### config.mk
export PLATFORM = sky130hd
export DESIGN_NAME = nic_host_glue
export DESIGN_NICKNAME = d
export VERILOG_FILES = /design/src/rtl/nhg_pkg.sv /design/src/rtl/nhg_ctrl_regs.sv /design/src/rtl/nhg_id_rom.sv /design/src/rtl/nhg_ctl_stub.sv /design/src/rtl/nic_host_glue.sv
export SDC_FILE = /design/constraint.sdc
export NUM_CORES = 1
export LEC_CHECK = 0
export BUFFER_PORTS_ARGS = -buffer_cell sky130_fd_sc_hd__buf_2
export CAP_MARGIN = 20
export CORE_ASPECT_RATIO = 1.5
export CORE_MARGIN = 2
export CORE_UTILIZATION = 61
export CTS_CLUSTER_SIZE = 24
export DETAILED_ROUTE_END_ITERATION = 7
export PLACE_DENSITY = 0.82
export REMOVE_ABC_BUFFERS = 1
export SLEW_MARGIN = 30
export SYNTH_ARGS = -nofsm -noshare
export SYNTH_HDL_FRONTEND = slang
export SYNTH_SLANG_ARGS = --single-unit
### constraint.sdc
create_clock -name clk -period 2.8 [get_ports clk]
set_clock_uncertainty 0.2 [all_clocks]
set_input_delay 0.56 -clock clk [delete_from_list [all_inputs] [get_ports clk]]
set_output_delay 0.56 -clock clk [all_outputs]
set_load 0.01 [all_outputs]
### src/rtl/nhg_pkg.sv
package nhg_pkg;
  // host byte offsets whose decode the glue owns
  localparam int OFS_CTRL0 = 0;
  localparam int OFS_CTRL1 = 1;
  localparam int OFS_CABLE = 7;

  // control 0 fields
  localparam int C0_MAP  = 2;  // 1: controller registers in window
  localparam int C0_PAGE = 3;  // ROM page select
  localparam int C0_STAT = 7;  // read-only latched interrupt

  // control 1 fields
  localparam int C1_RUN   = 0;  // controller out of reset
  localparam int C1_INTEN = 1;  // pass interrupt to host
  localparam int C1_RSHI  = 2;  // upper register-select line
  localparam int C1_SPD   = 3;  // 16 Mb/s when set

  localparam int WIN_BYTES = 8;
  localparam int ROM_BYTES = 2 * WIN_BYTES;
endpackage

### src/rtl/nhg_ctrl_regs.sv
module nhg_ctrl_regs
  import nhg_pkg::*;
#(
  parameter int AW = 5,
  parameter int DW = 8
) (
  input  logic          clk,
  input  logic          rst,
  input  logic          io_wr,
  input  logic [AW-1:0] io_addr,
  input  logic [DW-1:0] io_wdata,
  input  logic          ctl_irq,
  output logic [DW-1:0] ctrl0_q,
  output logic [DW-1:0] ctrl1_q,
  output logic [DW-1:0] cable_q,
  output logic          irq_latch
);
  logic irq_prev;
  logic hit0, hit1, hitc;

  assign hit0 = io_wr && (io_addr == AW'(OFS_CTRL0));
  assign hit1 = io_wr && (io_addr == AW'(OFS_CTRL1));
  assign hitc = io_wr && (io_addr == AW'(OFS_CABLE));

  always_ff @(posedge clk) begin
    if (rst) begin
      ctrl0_q <= '0;
      ctrl1_q <= '0;
      cable_q <= '0;
    end else begin
      if (hit0) begin
        ctrl0_q          <= io_wdata;
        ctrl0_q[C0_STAT] <= 1'b0;
      end
      if (hit1) ctrl1_q <= io_wdata;
      if (hitc) cable_q <= io_wdata;
    end
  end

  // edge-armed latch; a cleared enable holds it clear
  always_ff @(posedge clk) begin
    if (rst) begin
      irq_prev  <= 1'b0;
      irq_latch <= 1'b0;
    end else begin
      irq_prev <= ctl_irq;
      if (!ctrl1_q[C1_INTEN])
        irq_latch <= 1'b0;
      else if (ctl_irq && !irq_prev)
        irq_latch <= 1'b1;
    end
  end
endmodule

### src/rtl/nhg_id_rom.sv
module nhg_id_rom
  import nhg_pkg::*;
#(
  parameter logic [7:0]  MFG_ID    = 8'h4D,
  parameter logic [7:0]  CARD_TYPE = 8'h08,
  parameter logic [7:0]  CARD_REV  = 8'h03,
  parameter logic [7:0]  CFG0      = 8'hC5,
  parameter logic [7:0]  CFG1      = 8'h44,
  parameter logic [7:0]  CFG2      = 8'h30,
  parameter logic [47:0] BIA       = 48'h0000F6A1B2C3
) (
  input  logic       page,
  input  logic [2:0] idx,
  output logic [7:0] data_o
);
  localparam int ADDR_BYTES = 6;
  localparam int P1_BASE    = WIN_BYTES + 1;

  logic [7:0] rom [ROM_BYTES];

  assign rom[0] = MFG_ID;
  assign rom[1] = CARD_TYPE;
  assign rom[2] = CARD_REV;
  assign rom[3] = CFG0;
  assign rom[4] = CFG1;
  assign rom[5] = CFG2;
  assign rom[6] = 8'h00;
  assign rom[7] = 8'h00;
  assign rom[WIN_BYTES] = 8'h00;
  assign rom[ROM_BYTES-1] = 8'h00;

  for (genvar g = 0; g < ADDR_BYTES; g++) begin : g_addr
    assign rom[P1_BASE+g] = BIA[8*(ADDR_BYTES-1-g) +: 8];
  end

  assign data_o = rom[{page, idx}];
endmodule

### src/rtl/nhg_ctl_stub.sv
module nhg_ctl_stub #(
  parameter int DW   = 8,
  parameter int SELW = 3
) (
  input  logic            clk,
  input  logic            rst,
  input  logic            run,
  input  logic            wr_en,
  input  logic [SELW-1:0] sel,
  input  logic [DW-1:0]   wdata,
  output logic [DW-1:0]   rdata
);
  localparam int NREG = 1 << SELW;

  logic [DW-1:0] regs [NREG];

  always_ff @(posedge clk) begin
    if (rst || !run) begin
      for (int i = 0; i < NREG; i++) regs[i] <= '0;
    end else if (wr_en) begin
      regs[sel] <= wdata;
    end
  end

  assign rdata = regs[sel];
endmodule

### src/rtl/nic_host_glue.sv
module nic_host_glue
  import nhg_pkg::*;
#(
  parameter int          AW        = 5,
  parameter int          DW        = 8,
  parameter int          WIN_BASE  = 8,
  parameter int          SEL_LOW   = 2,
  parameter logic [7:0]  MFG_ID    = 8'h4D,
  parameter logic [7:0]  CARD_TYPE = 8'h08,
  parameter logic [7:0]  CARD_REV  = 8'h03,
  parameter logic [7:0]  CFG0      = 8'hC5,
  parameter logic [7:0]  CFG1      = 8'h44,
  parameter logic [7:0]  CFG2      = 8'h30,
  parameter logic [47:0] BIA       = 48'h0000F6A1B2C3
) (
  input  logic          clk,
  input  logic          rst,
  input  logic [AW-1:0] io_addr,
  input  logic          io_wr,
  input  logic          io_rd,
  input  logic [DW-1:0] io_wdata,
  output logic [DW-1:0] io_rdata,
  input  logic          ctl_irq,
  output logic          host_irq,
  output logic          ctl_reset_n,
  output logic          ctl_rsel_hi,
  output logic          speed16,
  output logic          cable_utp
);
  localparam int WIN_LSB = $clog2(WIN_BYTES);
  localparam int WIN_TAG = WIN_BASE / WIN_BYTES;
  localparam int SELW    = SEL_LOW + 1;

  logic [DW-1:0]   ctrl0_q, ctrl1_q, cable_q, stub_rd, rd_mux;
  logic            irq_latch, win_hit, stub_wr;
  logic [SELW-1:0] ctl_sel;
  logic [7:0]      rom_byte;

  nhg_ctrl_regs #(.AW(AW), .DW(DW)) u_regs (
    .clk(clk), .rst(rst), .io_wr(io_wr), .io_addr(io_addr),
    .io_wdata(io_wdata), .ctl_irq(ctl_irq), .ctrl0_q(ctrl0_q),
    .ctrl1_q(ctrl1_q), .cable_q(cable_q), .irq_latch(irq_latch)
  );

  assign win_hit = (io_addr[AW-1:WIN_LSB] == (AW-WIN_LSB)'(WIN_TAG));
  assign ctl_sel = {ctrl1_q[C1_RSHI], io_addr[SEL_LOW-1:0]};
  assign stub_wr = io_wr && win_hit && ctrl0_q[C0_MAP];

  nhg_ctl_stub #(.DW(DW), .SELW(SELW)) u_stub (
    .clk(clk), .rst(rst), .run(ctrl1_q[C1_RUN]), .wr_en(stub_wr),
    .sel(ctl_sel), .wdata(io_wdata), .rdata(stub_rd)
  );

  nhg_id_rom #(
    .MFG_ID(MFG_ID), .CARD_TYPE(CARD_TYPE), .CARD_REV(CARD_REV),
    .CFG0(CFG0), .CFG1(CFG1), .CFG2(CFG2), .BIA(BIA)
  ) u_rom (
    .page(ctrl0_q[C0_PAGE]), .idx(io_addr[WIN_LSB-1:0]), .data_o(rom_byte)
  );

  always_comb begin
    rd_mux = '0;
    if (win_hit) begin
      rd_mux = ctrl0_q[C0_MAP] ? stub_rd : DW'(rom_byte);
    end else if (io_addr == AW'(OFS_CTRL0)) begin
      rd_mux          = ctrl0_q;
      rd_mux[C0_STAT] = irq_latch;
    end else if (io_addr == AW'(OFS_CTRL1)) begin
      rd_mux = ctrl1_q;
    end else if (io_addr == AW'(OFS_CABLE)) begin
      rd_mux = cable_q;
    end
  end

  always_ff @(posedge clk) begin
    if (rst)        io_rdata <= '0;
    else if (io_rd) io_rdata <= rd_mux;
  end

  assign host_irq    = irq_latch;
  assign ctl_reset_n = ctrl1_q[C1_RUN];
  assign ctl_rsel_hi = ctrl1_q[C1_RSHI];
  assign speed16     = ctrl1_q[C1_SPD];
  assign cable_utp   = cable_q[0];
endmodule

* After elaboration in Yosys (flattened, before gate mapping) *
Memory sizes are Yosys's and may differ from the RTL's.
Index checks and enable logic that the tools add are counted.

storage, ports and cells
  memory bits (read-only) = 128
  latch bits = 0
  bits of input ports = 18
  output and inout bits = 13
  memories kept = 2
  word-level logic and storage cells = 41
  register bits = 33
  RAM bits = 64

memories
  memory            words  bits a word  read ports  clocked after memory_dff  write ports  line                source
  (name not given)  16     8            1           0                         0            nhg_id_rom.sv:36    assign data_o = rom[{page, idx}];
  u_stub.regs       8      8            1           0                         8            nhg_ctl_stub.sv:15  logic [DW-1:0] regs [NREG];

cells by class
  $add $sub $neg = 0
  mux-type cells = 15
  order comparisons = 1
  reductions and logical operators = 12
  bitwise operators = 2
  $mul = 0
  equal/unequal tests = 3
  divide/modulo/power cells = 0
  shift operators = 0

operators with widths
  kind                  number
  $mux W8               8
  $reduce_or A8 Y1      1
  $logic_and A1 B1 Y1   6
  $mux W1               6
  $eq A5 B1 Y1 const B  1
  $eq A5 B3 Y1 const B  1
  $ge A5 B5 Y1 const B  1
  $logic_not A5 Y1      1
  $not A4 Y5            1
  $mux W3               1
  $eq A2 B1 Y1 const B  1
  $logic_not A1 Y1      2
  $reduce_or A2 Y1      1
  $logic_or A1 B1 Y1    1
  $not A1 Y1            1

* Logic depth before layout (Yosys ltp) *
  depth in word-level cells = 8
  depth in mapped cells = 9
  gate-level depth less buffers = 6

* Hierarchy *
A second synthesis with hierarchy kept.

second synthesis, totals
  cells, all modules = 427
  area total of the unflattened synthesis = 5016.1 um^2

modules (own cells, without submodules)
  module         cells an instance  seq. area each (um^2)  times used  area an instance (um^2)
  nhg_ctl_stub   203                1921.8                 1           2982.9
  nhg_ctrl_regs  98                 500.5                  1           1039.7
  nic_host_glue  96                 160.2                  1           787.0
  nhg_id_rom     30                 0.0                    1           206.4

* Least setup slack after synthesis *
OpenSTA, ideal clock, no wires.

  path kind = in2reg
  start = input io_addr[1]
  end = memory u_stub.regs[4][0], enable pin
  cell stages on the path = 5
  path slack = 0.451 ns
  data required time = 2.216 ns
  arrival = 1.765 ns
  library setup time = 0.384 ns
  buffers on the path = 2
  path through = clkbuf_8 -> clkbuf_8 -> inv_1 -> nand2_1 -> o21ai_0

RTL lines
  element          line                 source
  start, declared  nic_host_glue.sv:18  input logic [AW-1:0] io_addr,
  end, declared    nhg_ctl_stub.sv:15

==> flow_summary_export.csv <==
group,metric,value,unit
clock_tree,cts.sink_count,97,
timing,final_max_slew_viol_count,0,
yosys,synth_enable_flop_cells,64,
clock_tree,cts_htree_levels,3,
worst_setup_path,critical_path.max_stage_delay,0.44,ns
route,wl,12300,um
timing,rsz0062_at_grt,"false",
layout,layout-drive-gt1-share,0.191,
placed_design,numPortBuffers,30,
yosys,synth-adder-area-share,0.0151,
placed_design,placed_cell_area,5160,um^2
pwr,power.share.sequential,0.523,
worst_setup_path,critical-path-slowest-cell,"dfxtp_1",
worst_setup_path,worstPathArrival,2.03,ns
yosys,post_synth_xor_area_fraction,0,
yosys,async_reset_ff_frac,0,
yosys,top_ff_cell_synth,"edfxtp_1",
worst_setup_path,critical_path.max_fanout,9,
layout,finalNetCount,480,
yosys,post_synth_instance_area,4980,um^2
grt,grtUsageMet1,0.319,
timing,worst-slew-pin-transition,0.594,ns
floorplanning,full_die_area,8920,um^2
yosys,post_synth_main_area_contributors,"edfxtp_1, dfxtp_1, and2_1",
worst_setup_path,worst_path_cell_chain,"and4bb_2, nand4_4, nor3_4, nand2b_1",
clock_tree,tritoncts,"done",
run,max_cap_viol,0,
worst_setup_path,worst_ep_required_time,2.61,ns
clock_tree,clockRootBuffer,"clkbuf_16",
yosys,synth_cell_types,49,
timing,summed_negative_setup_slack_over_all_endpoints,0,ns
layout,area_growth_syn_to_layout,9.42,%
layout,insertedDiodeCount,0,
worst_setup_path,path_buf_inv,0,
clock_tree,count_of_cells_resized_by_post_cts_repair,0,
yosys,synthCells,425,
route,wl_per_cell,21.8,um
route,route.vias.total,3515,
yosys,yosysSeqAreaShare,0.518,
floorplanning,dieHeight,115,um
grt,grtUsageTotal,0.291,
grt,grt_antenna_before_repair,0,
yosys,largest_family_of_logic_cells_by_synthesized_area,"simple AND/OR/NAND/NOR gates",
yosys,area_fraction_of_the_dominant_cell_type_after_synthesis,0.386,
pwr,switching_pwr,651,uW
timing,fmax,451,MHz
floorplanning,die-width,77.8,um
worst_setup_path,type_of_element_launching_the_critical_path,"flip-flop",
yosys,ys_ff_latch,97,
yosys,post-synth-top-area-cell,"edfxtp_1",
clock_tree,cts.path.max_buffers,2,
clock_tree,cts.repair_timing.setup_buffer_count,0,
placed_design,final_estimated_routing_congestion_in_global_placement,1.03,
grt,globalRouteMet3Util,0.0450,
clock_tree,cts-buffers-inserted,9,
timing,finalSetupViolations,0,
route,drt.antenna.violating_nets,0,
yosys,yosys-mux-area-fraction,0.102,
grt,grt.met2_usage,0.521,
clock_tree,clk_transition_reported_paths,0.07,ns
floorplanning,placement_rows,40,
clock_tree,cts_hold_repair.buffers,0,
floorplanning,fp.coreArea,7960,um^2
route,route.detailed.drc,0,
pwr,irDropWorstVdd,505,uV
yosys,compound_cell_area_share_of_the_yosys_netlist,0.109,
worst_setup_path,worst_r2r_path_depth,4,
pwr,power.static_leakage,2.27,nW
route,detail_route.first_pass.iterations,5,
pwr,share_clk_of_total_power,0.410,
grt,globalRoute.busiestLayer,"met2",
pwr,power_report.internal_total,2.28,mW
worst_hold_path,worstHoldPathCells,2,
timing,max_slew_margin,0.603,
grt,grt_start_max_net_pins,40,
worst_setup_path,worstSetupPathDepth,4,
worst_hold_path,hold_path.class,"in -> reg",
clock_tree,clkLatencyLatePin,0.35,ns
floorplanning,initial_core_util,0.626,
yosys,post_synth_and_or_nand_nor_area_fraction,0.201,
worst_setup_path,crit_type,"reg -> reg",
timing,final.min_clock_period,2.22,ns
layout,postLayoutCellArea,5450,um^2
route,drt_iter0_markers,284,
yosys,synth_area_per_cell,11.7,um^2
layout,final.fill_count,587,
grt,grt_pass1_vias,3451,
pwr,power_density_over_cell_area,537,nW/um^2
yosys,synthesis.yosys.warnings,0,
grt,total_global_routing_overflow,0,
timing,hold_violations,0,
pwr,comb_power_share,0.067,
status,outcome,"finished, final reports clean",
floorplanning,design.portCount,31,
placed_design,dpl.hpwl,8920,um
pwr,switching_share,0.223,
worst_setup_path,worst_setup_ep_type,"flip-flop",
worst_setup_path,path_delay_family,"simple AND/OR/NAND/NOR gates",
pwr,power,2.93,mW
route,drt-vias-per-instance,6.21,
timing,final_critical_path_share_of_the_clock_period,0.791,
grt,grt_pass1_wl,18800,um
[worst register-to-register path, stage by stage, from the launching register on]
cell and delay [ns]:
dfxtp_1 0.44, and4bb_2 0.35, nand4_4 0.18, nor3_4 0.33, nand2b_1 0.38
[logic make-up (layout without fill, tap and decap cells)]
| logic type | Yosys count | after routing |
|---|---|---|
| buffers and inverters | 36 | 72 |
| DFF | 97 | 97 |
| muxes | 35 | 35 |
| adders and majority gates | 6 | 6 |
| AOI/OAI and AO/OA | 75 | 75 |
| and+or+nand+nor | 176 | 176 |
[stage by stage]
stage	setup slack [ns]	hold slack, ns	util	std cells
finish	0.585	0.244	0.685	566
detailed placement	0.240	0.253	0.649	550
floorplan	0.464	0.231	-	395
CTS	0.589	0.238	0.685	566
global route	0.479	0.256	0.685	566
global placement	0.312	0.247	0.649	550
[registers in the layout, summed over array words and instances, names as in the netlist]
register	count
io_rdata	8
u_regs.cable_q	8
u_regs.ctrl0_q	7
u_regs.ctrl1_q	8
u_regs.irq_latch	1
u_regs.irq_prev	1
u_stub.regs	64
[per-layer routing]
layer / up-vias / wire, um
met3: 32 / 650
li1: 1616 / -
met2: 156 / 6660
met5: - / 0
met4: 0 / 614
met1: 1711 / 4400
[cell usage in the layout (no fill, tap or decap), types with 3 or more instances in the layout]
master,instances
mux4_1,5
nand2b_1,7
clkbuf_16,9
o21ai_0,11
o211ai_1,8
mux2i_1,18
nor3_1,3
a221oi_2,3
nor2_1,40
o221ai_1,3
ha_1,6
o21bai_1,4
mux2_2,5
mux4_2,5
inv_1,6
nand2_1,28
and2_1,66
a32o_1,6
a21oi_1,19
buf_4,20
dfxtp_1,33
a221oi_1,6
edfxtp_1,64
a211oi_1,4
o21ai_1,3
nand3_1,10
buf_2,30
nor2b_1,7
[Yosys cell counts, drive strengths merged, types with 4 or more instances]
library cell / number
mux2i: 18
nand2: 28
a221oi: 9
dfxtp: 33
nor2b: 7
mux4: 10
a211oi: 4
nor2: 40
o21bai: 4
mux2: 7
a21oi: 19
inv: 6
o21ai: 14
nand2b: 7
clkbuf: 16
edfxtp: 64
nor3: 5
nand3: 12
ha: 6
a32o: 6
buf: 13
o211ai: 8
and2: 66
[area by class of cell]
type	count	area, um^2	area share
clock buffers	10	229	0.0420
clock inverters	6	56.3	0.0103
inverters	6	22.5	0.00413
multi-input cells	292	2130	0.390
flip-flops and latches	97	2580	0.474
well taps	105	131	0.0241
repair buffers	50	300	0.0551
[power groups by stage]
| stage | clock [mW] | sequential (mW) | combinational, mW |
|---|---|---|---|
| final | 1.20 | 1.53 | 0.197 |
| after global routing | 1.27 | 1.53 | 0.211 |
| after CTS | 1.21 | 1.53 | 0.195 |
| after detailed placement | 0 | 1.56 | 0.193 |
| after global placement | 0 | 1.56 | 0.190 |
| after floorplan | 0 | 1.56 | 0.0796 |
[final timing paths]
kind | to | slack, ns | start
setup / recovery | u_stub.regs[1][5] | 0.58 | u_regs.ctrl1_q[0]
hold reg to reg | u_regs.ctrl1_q[5] | 0.26 | u_regs.ctrl1_q[5]
hold / removal | u_regs.irq_prev | 0.24 | ctl_irq
setup reg to reg | u_stub.regs[1][5] | 0.58 | u_regs.ctrl1_q[0]
Power figures use the tool's default switching activity.
